--- src/rtl/rmw_pkg.sv ---
package rmw_pkg;

  typedef enum logic [1:0] {
    OP_XCHG   = 2'd0,
    OP_CMPXCH = 2'd1,
    OP_MSKXCH = 2'd2,
    OP_MERGE  = 2'd3
  } rmwOp_e;

  typedef enum logic [2:0] {
    ST_IDLE   = 3'd0,
    ST_READ   = 3'd1,
    ST_MODIFY = 3'd2,
    ST_WRITE  = 3'd3,
    ST_DONE   = 3'd4
  } rmwState_e;

  // strobes from the sequencer into the datapath
  typedef struct packed {
    logic loadReq;   // latch the request fields
    logic loadOld;   // latch the word returned by the read
    logic loadNew;   // latch the computed replacement word
  } rmwStrobe_t;

endpackage

--- src/rtl/rmw_ctrl.sv ---
module rmw_ctrl
  import rmw_pkg::*;
(
  input  logic       clk,
  input  logic       rstN,
  input  logic       reqValid,
  input  logic       pairFault,
  input  logic       memAck,
  output rmwStrobe_t strobe,
  output logic       reqReady,
  output logic       memRd,
  output logic       memWr,
  output logic       memLock,
  output logic       respDone,
  output logic       respTrap
);

  rmwState_e state, stateNext;
  logic      trapQ;

  always_comb begin
    stateNext = state;
    unique case (state)
      ST_IDLE:   if (reqValid) stateNext = pairFault ? ST_DONE : ST_READ;
      ST_READ:   if (memAck)   stateNext = ST_MODIFY;
      ST_MODIFY:               stateNext = ST_WRITE;
      ST_WRITE:  if (memAck)   stateNext = ST_DONE;
      ST_DONE:                 stateNext = ST_IDLE;
      default:                 stateNext = ST_IDLE;
    endcase
  end

  always_ff @(posedge clk) begin
    if (!rstN) begin
      state <= ST_IDLE;
      trapQ <= 1'b0;
    end else begin
      state <= stateNext;
      if (state == ST_IDLE && reqValid) trapQ <= pairFault;
    end
  end

  always_comb begin
    strobe.loadReq = (state == ST_IDLE) && reqValid;
    strobe.loadOld = (state == ST_READ) && memAck;
    strobe.loadNew = (state == ST_MODIFY);
  end

  assign reqReady = (state == ST_IDLE);
  assign memRd    = (state == ST_READ);
  assign memWr    = (state == ST_WRITE);
  assign memLock  = (state == ST_READ) || (state == ST_MODIFY) || (state == ST_WRITE);
  assign respDone = (state == ST_DONE);
  assign respTrap = (state == ST_DONE) && trapQ;


  lock_cover_chk: assert property (@(posedge clk) disable iff (!rstN)
    (memRd || memWr) |-> memLock);


  lock_hold_chk: assert property (@(posedge clk) disable iff (!rstN)
    (memRd && memAck) |=> memLock);


  trap_no_mem_chk: assert property (@(posedge clk) disable iff (!rstN)
    (reqReady && reqValid && pairFault) |=> (!memRd && !memWr && respTrap));


  trap_with_done_chk: assert property (@(posedge clk) disable iff (!rstN)
    respTrap |-> respDone);


  done_pulse_chk: assert property (@(posedge clk) disable iff (!rstN)
    respDone |=> !respDone);


  rd_wr_excl_chk: assert property (@(posedge clk) disable iff (!rstN)
    !(memRd && memWr));


  read_stall_chk: assert property (@(posedge clk) disable iff (!rstN)
    (memRd && !memAck) |=> memRd);


  write_stall_chk: assert property (@(posedge clk) disable iff (!rstN)
    (memWr && !memAck) |=> memWr);

endmodule

--- src/rtl/rmw_dpath.sv ---
module rmw_dpath
  import rmw_pkg::*;
#(
  parameter int DATA_W = 32,
  parameter int ADDR_W = 32,
  parameter int IDX_W  = 4
) (
  input  logic              clk,
  input  logic              rstN,
  input  rmwStrobe_t        strobe,
  input  logic [1:0]        reqOp,
  input  logic [ADDR_W-1:0] reqAddr,
  input  logic [DATA_W-1:0] reqRegA,
  input  logic [DATA_W-1:0] reqRegB,
  input  logic [IDX_W-1:0]  reqRegIdx,
  input  logic [DATA_W-1:0] memRdata,
  input  logic              trapFlag,
  output logic              pairFault,
  output logic [ADDR_W-1:0] memAddr,
  output logic [DATA_W-1:0] memWdata,
  output logic [DATA_W-1:0] respData,
  output logic [IDX_W-1:0]  respIdx,
  output logic              respWb
);

  rmwOp_e            opQ;
  logic [ADDR_W-1:0] addrQ;
  logic [DATA_W-1:0] regAQ, regBQ, oldQ, newQ;
  logic [IDX_W-1:0]  idxQ;
  logic [DATA_W-1:0] mergeWord, newWord;

  // pair operands must start on an even register
  assign pairFault = reqRegIdx[0] && (rmwOp_e'(reqOp) != OP_XCHG);

  always_ff @(posedge clk) begin
    if (!rstN) begin
      opQ   <= OP_XCHG;
      addrQ <= '0;
      regAQ <= '0;
      regBQ <= '0;
      idxQ  <= '0;
      oldQ  <= '0;
      newQ  <= '0;
    end else begin
      if (strobe.loadReq) begin
        opQ   <= rmwOp_e'(reqOp);
        addrQ <= reqAddr;
        regAQ <= reqRegA;
        regBQ <= reqRegB;
        idxQ  <= reqRegIdx;
      end
      if (strobe.loadOld) oldQ <= memRdata;
      if (strobe.loadNew) newQ <= newWord;
    end
  end

  // bitwise merge: mask bit set takes the register bit, clear keeps memory
  for (genvar b = 0; b < DATA_W; b++) begin : g_merge
    assign mergeWord[b] = regBQ[b] ? regAQ[b] : oldQ[b];
  end

  always_comb begin
    unique case (opQ)
      OP_XCHG:   newWord = regAQ;
      OP_CMPXCH: newWord = (oldQ == regBQ) ? regAQ : oldQ;
      OP_MSKXCH: newWord = mergeWord;
      OP_MERGE:  newWord = mergeWord;
      default:   newWord = oldQ;
    endcase
  end

  assign memAddr  = addrQ;
  assign memWdata = newQ;
  assign respData = oldQ;
  assign respIdx  = idxQ;
  assign respWb   = !trapFlag && (opQ != OP_MERGE);


  cmp_keep_chk: assert property (@(posedge clk) disable iff (!rstN)
    (strobe.loadNew && opQ == OP_CMPXCH && oldQ != regBQ) |=> (memWdata == oldQ));


  old_stable_chk: assert property (@(posedge clk) disable iff (!rstN)
    strobe.loadNew |=> $stable(respData));

endmodule

--- src/rtl/rmw_atomic_unit.sv ---
module rmw_atomic_unit
  import rmw_pkg::*;
#(
  parameter int DATA_W = 32,
  parameter int ADDR_W = 32,
  parameter int IDX_W  = 4
) (
  input  logic              clk,
  input  logic              rstN,
  input  logic              reqValid,
  output logic              reqReady,
  input  logic [1:0]        reqOp,
  input  logic [ADDR_W-1:0] reqAddr,
  input  logic [DATA_W-1:0] reqRegA,
  input  logic [DATA_W-1:0] reqRegB,
  input  logic [IDX_W-1:0]  reqRegIdx,
  output logic              respDone,
  output logic              respTrap,
  output logic              respWb,
  output logic [IDX_W-1:0]  respIdx,
  output logic [DATA_W-1:0] respData,
  output logic              memRd,
  output logic              memWr,
  output logic              memLock,
  output logic [ADDR_W-1:0] memAddr,
  output logic [DATA_W-1:0] memWdata,
  input  logic [DATA_W-1:0] memRdata,
  input  logic              memAck
);

  rmwStrobe_t strobe;
  logic       pairFault;
  logic       trapLine;

  rmw_ctrl u_ctrl (
    .clk      (clk),
    .rstN     (rstN),
    .reqValid (reqValid),
    .pairFault(pairFault),
    .memAck   (memAck),
    .strobe   (strobe),
    .reqReady (reqReady),
    .memRd    (memRd),
    .memWr    (memWr),
    .memLock  (memLock),
    .respDone (respDone),
    .respTrap (trapLine)
  );

  rmw_dpath #(.DATA_W(DATA_W), .ADDR_W(ADDR_W), .IDX_W(IDX_W)) u_dpath (
    .clk      (clk),
    .rstN     (rstN),
    .strobe   (strobe),
    .reqOp    (reqOp),
    .reqAddr  (reqAddr),
    .reqRegA  (reqRegA),
    .reqRegB  (reqRegB),
    .reqRegIdx(reqRegIdx),
    .memRdata (memRdata),
    .trapFlag (trapLine),
    .pairFault(pairFault),
    .memAddr  (memAddr),
    .memWdata (memWdata),
    .respData (respData),
    .respIdx  (respIdx),
    .respWb   (respWb)
  );

  assign respTrap = trapLine;

endmodule

--- config.mk ---
export PLATFORM = sky130hd
export DESIGN_NAME = rmw_atomic_unit
export DESIGN_NICKNAME = d
export VERILOG_FILES = /design/src/rtl/rmw_pkg.sv /design/src/rtl/rmw_ctrl.sv /design/src/rtl/rmw_dpath.sv /design/src/rtl/rmw_atomic_unit.sv
export SDC_FILE = /design/constraint.sdc
export NUM_CORES = 1
export LEC_CHECK = 0
export BUFFER_PORTS_ARGS = -buffer_cell sky130_fd_sc_hd__buf_2
export CAP_MARGIN = 30
export CORE_UTILIZATION = 52
export DETAILED_ROUTE_END_ITERATION = 12
export HOLD_SLACK_MARGIN = 0.15
export PLACE_DENSITY = 0.8
export SYNTH_ARGS = -nofsm -noshare
export SYNTH_HDL_FRONTEND = slang
export SYNTH_SLANG_ARGS = --single-unit
--- constraint.sdc ---
create_clock -name clk -period 2.25 [get_ports clk]
set_input_delay 0.1125 -clock clk [delete_from_list [all_inputs] [get_ports clk]]
set_output_delay 0.1125 -clock clk [all_outputs]
set_load 0.01 [all_outputs]
* After elaboration in Yosys (flattened, before gate mapping)
Cells that the tools add are included.
Operators by class: add/subtract/negate cells 0, multipliers 0, divide/modulo/power cells 0, order comparisons 0, equality and inequality tests 12, shift-type cells 0, mux-type cells 39, bitwise operators 0, reduce and logical (&&, ||, !) cells 13
Operators by type and width (number):
- $pmux W32 S3 | 1
- $eq A32 B32 Y1 | 1
- $mux W1 | 32
- $mux W32 | 1
- $mux W3 | 4
- $pmux W3 S4 | 1
- $eq A3 B2 Y1 const B | 2
- $logic_and A1 B1 Y1 | 5
- $eq A2 B2 Y1 const B | 2
- $ne A2 B1 Y1 const B | 2
- $ne A2 B2 Y1 const B | 2
- $eq A3 B1 Y1 const B | 1
- $eq A3 B3 Y1 const B | 1
- $logic_not A3 Y1 | 1
- $reduce_and A3 Y1 | 1
- $eq A2 B1 Y1 const B | 1
- $logic_not A2 Y1 | 1
- $logic_or A1 B1 Y1 | 2
- $reduce_bool A2 Y1 | 1
- $reduce_or A2 Y1 | 1
- $logic_not A1 Y1 | 1
Storage, ports and cells: register bits 170, bits in latches 0, memory bits (writable) 0, ROM bits 0, output and inout bits 107, memories 0

* Longest topological paths before layout
word-level depth 5, depth in mapped cells 8, mapped depth without buffers 5

* Modules after synthesis
From an unflattened synthesis, not the netlist that was laid out.
Unflattened totals: cell total of the unflattened synthesis 868, area, all modules 8363.0 um2
By module, submodules not included:
- rmw_dpath | instances 1, cells an instance 839, area each 8080.2 um2
- rmw_ctrl | instances 1, cells an instance 29, area each 282.8 um2

* Worst setup path before layout
No wires, ideal clock.
path type reg-to-reg, start register u_dpath.oldQ[5] (netlist: u_dpath.respData[5]), end register u_dpath.newQ[22] (netlist: u_dpath.memWdata[22]), setup time 0.120 ns, arrival 1.599 ns, required time 2.130 ns, slack 0.532 ns, cell stages (with the launch flop) 8, path buffers 2, period minus slack after synthesis 1.718 ns, path through dfxtp_1 -> xor2_1 -> nor4_1 -> and4_1 -> buf_4 -> buf_6 -> a21oi_1 -> a211o_1
On the way: longest elaborated chain between the ends 3
RTL lines:
- from (decl) | RTL line rmw_dpath.sv:28 | logic [DATA_W-1:0] regAQ, regBQ, oldQ, newQ;
- from (signal assigned) | RTL line rmw_dpath.sv:52 | if (strobe.loadOld) oldQ <= memRdata;
- $eq A32 B32 Y1 | RTL line rmw_dpath.sv:65 | OP_CMPXCH: newWord = (oldQ == regBQ) ? regAQ : oldQ;
- $mux W32 | RTL line rmw_dpath.sv:65
- $pmux W32 S3 | RTL line rmw_dpath.sv:63 | unique case (opQ)
- to (signal assigned) | RTL line rmw_dpath.sv:53 | if (strobe.loadNew) newQ <= newWord;
- to (decl) | RTL line rmw_dpath.sv:28
Every way passes these cells. A chain may end at the register's enable or synchronous reset.

* Worst setup path in the final report
start register u_ctrl.state[1], end register u_dpath.regAQ[21]
On the way: longest elaborated chain between the ends 2
RTL lines:
- from (decl) | RTL line rmw_ctrl.sv:18 | rmwState_e state, stateNext;
- from (signal assigned) | RTL line rmw_ctrl.sv:38 | state <= stateNext;
- $logic_not A3 Y1 | RTL line rmw_ctrl.sv:44 | strobe.loadReq = (state == ST_IDLE) && reqValid;
- $logic_and A1 B1 Y1 | RTL line rmw_ctrl.sv:44
- to (signal assigned) | RTL line rmw_dpath.sv:48 | regAQ <= reqRegA;
- to (decl) | RTL line rmw_dpath.sv:28
Every way passes these cells.

==> metrics.md <==
| Metric | Value |
|---|---|
| Worst path cell trace | `nand2b_1, or3_4, buf_4, nand2_1, a21boi_0` |
| CTS tree | `built` |
| Initial antenna violation count | `2` |
| Setup TNS | `0 ns` |
| Vias | `8885` |
| Dpl ws | `0.276 ns` |
| Drt pass-1 iters | `6` |
| Mapped Avg Cell Area | `8.31 um^2` |
| GR Util All Layers | `0.346` |
| Status | `completed` |
| Vias/cell | `5.69` |
| Final #Nets | `1472` |
| Multi-input logic area | `4440 um^2` |
| VDD IR max | `0.000716 V` |
| Clock skew | `0.0117 ns` |
| Layout cells sized above 1 | `0.258` |
| Crit path launch type | `register` |
| Critical path class | `reg2reg` |
| Hold Vio Cnt, Final | `0` |
| Initial DRC count | `828` |
| Clock Pin Slew Worst Setup and Hold Paths | `0.07 ns` |
| Relative slew slack | `0.484` |
| Worst-skew pair later-pin latency | `0.43 ns` |
| Number of I/O pins | `245` |
| CTS Buf Count | `17` |
| Gpl congestion | `0.796` |
| Yosys reg bits | `170` |
| Die height | `128 um` |
| Total power | `8.51 mW` |
| Asr flop ratio synth | `0` |
| Slew Viols, Final | `0` |
| Core footprint | `15300 um^2` |
| Max-Cap Viols | `0` |
| Die Wd | `128 um` |
| HPWL after detailed placement | `16900 um` |
| H-tree Lvls | `4` |
| Worst Path Required | `2.56 ns` |
| Post_cts resized | `0` |
| Critical path arrival | `2.38 ns` |
| Cts hold-fix bufs | `136` |
| Worst r2r path cells | `5` |
| Post-synth net total | `1128` |
| Starting density of the core | `0.537` |
| Slowest CP cell | `dfxtp_1` |
| Setup Buffers After CTS | `0` |
| GR Overflow Total | `0` |
| Yosys warns | `0` |
| Vias in the first global route | `8697` |
| Site row count | `45` |
| Reg-to-reg startpoint | `u_ctrl.state[1]$_SDFFE_PN0P_` |
| Synth unique cells | `34` |
| Max Fanout on Critical Path | `43` |
| Static Leak | `5.31 nW` |
| HP Class | `in2reg` |
| Tmin final | `2.07 ns` |
| Setup violators final | `0` |
| Root Driver | `clkbuf_16` |
| FF/Latch Area | `3400 um^2` |
| Fin crit share | `0.918` |
| Unrepaired setup endpoints after global routing | `no` |
| First-pass GRT wire length | `44000 um` |
| Synthesized netlist cell count | `990` |
| Reg2reg setup slack | `0.18 ns` |
| Routed wire per std cell | `18.1 um` |
| Mapped Area | `8230 um^2` |
| I/O Buffers | `244` |
| Clock tree buffer depth | `2` |
| Area growth, synth to finish | `41.9%` |
| Sequential area share after synthesis | `0.414` |
| Crit. Startpoint | `u_ctrl.state[1]$_SDFFE_PN0P_` |
| DR DRC count | `0` |
| Primary FF master, synth | `dfxtp_1` |
| EDFF count, synth | `0` |
| Fmax | `484 MHz` |
| DIE AREA | `16300 um^2` |
| Largest net degree at the start of global routing | `65` |
| Routed WL | `28300 um` |
| Worst Tran Pin Value | `0.773 ns` |
| Fill cell count | `1078` |
| PD cells | `729 nW/um^2` |
| Setup crit end | `u_dpath.regAQ[21]$_SDFFE_PN0P_` |
| CP peak stage delay | `0.50 ns` |
| Worst R2R End | `u_dpath.regAQ[21]$_SDFFE_PN0P_` |
| Final WS setup | `0.184 ns` |
| Beginning of the worst hold path | `rstN` |
| Worst setup EP type | `register` |
| ANT nets after route | `0` |
| Sink Count | `170` |
## cell families (layout without fill, tap and decap cells)
| group | count (synthesis) | in the layout | synth area share |
|---|---|---|---|
| compound gates | 268 | 268 | 0.249 |
| xor+xnor | 33 | 33 | 0.0351 |
| buf+inv | 86 | 443 | 0.0494 |
| flops | 170 | 170 | 0.414 |
| mux | 32 | 32 | 0.0436 |
| other cells | 0 | 3 | 0 |
| simple gates | 401 | 401 | 0.210 |
## metal layers
layer	vias to the layer above	GRT usage	wire (um)
li1	4145	-	-
met1	4132	0.407	10800
met2	492	0.585	13500
met3	116	0.0730	2420
met4	0	0.198	1460
met5	-	0	0
## cell usage after synthesis, drive strengths merged, types with 2 or more instances
library cell    n  area share
nand3          64       0.039
xor2           33       0.035
nand4           2      0.0015
nor3b           2      0.0030
nor2            7      0.0032
mux2           31       0.042
nor4            8      0.0084
dfxtp         170        0.41
nor3           34       0.021
and2            3      0.0023
and3            2      0.0015
a221o          31       0.038
clkbuf         52       0.024
a21oi          34       0.022
nand2b          2      0.0015
o21a           32       0.029
o21ai           3      0.0018
a211o          31       0.033
nand2         273        0.12
buf            33       0.025
and4            2      0.0021
a21boi        134        0.12
## critical path, delay by kind of cell (launching register included)
family,cells,cell delay (ns)
DFF,1,0.50
and+or+nand+nor,3,0.79
buffers and inverters,1,0.31
AOI/OAI and AO/OA,1,0.33
## how the worst min path moves through the flow
| stage | end | slack (ns) | depth (start not counted) |
|---|---|---|---|
| final | u_dpath.regAQ[11]$_SDFFE_PN0P_ | 0.21 | 2 |
| after global routing | u_dpath.respData[12]$_SDFFE_PN0P_ | 0.21 | 2 |
| after CTS | u_dpath.regAQ[11]$_SDFFE_PN0P_ | 0.19 | 2 |
| after detailed placement | u_dpath.respData[8]$_SDFFE_PN0P_ | 0.36 | 3 |
| after global placement | u_dpath.regAQ[6]$_SDFFE_PN0P_ | 0.36 | 3 |
| after floorplan | u_ctrl.state[0]$_SDFFE_PN0P_ | 0.23 | 1 |
## area by class of cell
cell class / count / share of cell area
timing repair buffer: 410 / 0.247
antenna: 3 / 0.000643
inverter: 1 / 0.000322
tap: 211 / 0.0226
sequential: 170 / 0.292
multi-input combinational: 734 / 0.381
clock buffer: 22 / 0.0406
clock inverter: 10 / 0.0161
## layout by cell type, fill, tap and decap left out, types with 3 or more instances in the layout
master	Yosys	routed
nand2_1	273	273
buf_2	25	243
dfxtp_1	170	169
dlygate4sd3_1	0	136
a21boi_0	99	99
nand3_1	64	64
a21boi_1	35	35
nor3_1	34	33
xor2_1	33	33
a21oi_1	32	32
o21a_1	32	32
mux2_2	31	31
a221o_1	31	31
a211o_1	31	31
buf_4	2	25
clkbuf_16	0	17
buf_12	0	6
nor2_1	7	5
nor4_1	5	5
bufinv_16	0	5
diode_2	0	3
and2_1	3	3
o21ai_0	3	3
nor4_2	3	3
clkbuf_8	0	3
## where the power goes
part	internal, mW	switching, mW
clock	2.06	1.24
sequential	3.24	0.213
combinational	0.762	0.993
## registers in the layout (all words and copies together) (netlist names)
name and cells:
u_dpath.memWdata 32, u_dpath.respIdx 4, u_dpath.memAddr 32, u_dpath.regAQ 32, u_ctrl.trapQ 1, u_dpath.opQ 2, u_dpath.respData 32, u_ctrl.state 3
u_dpath.regBQ 32
## stage by stage
step,hold slack (ns),instance area (um^2),cells,utilization
3_5_place_dp,0.359,9640,1390,0.629
2_1_floorplan,0.226,8230,990,-
6_report,0.210,11700,1561,0.762
3_3_place_gp,0.357,9640,1390,0.629
5_1_grt,0.206,11700,1560,0.762
4_1_cts,0.192,11700,1558,0.762
Note: power is estimated with default switching activity, not from simulation.
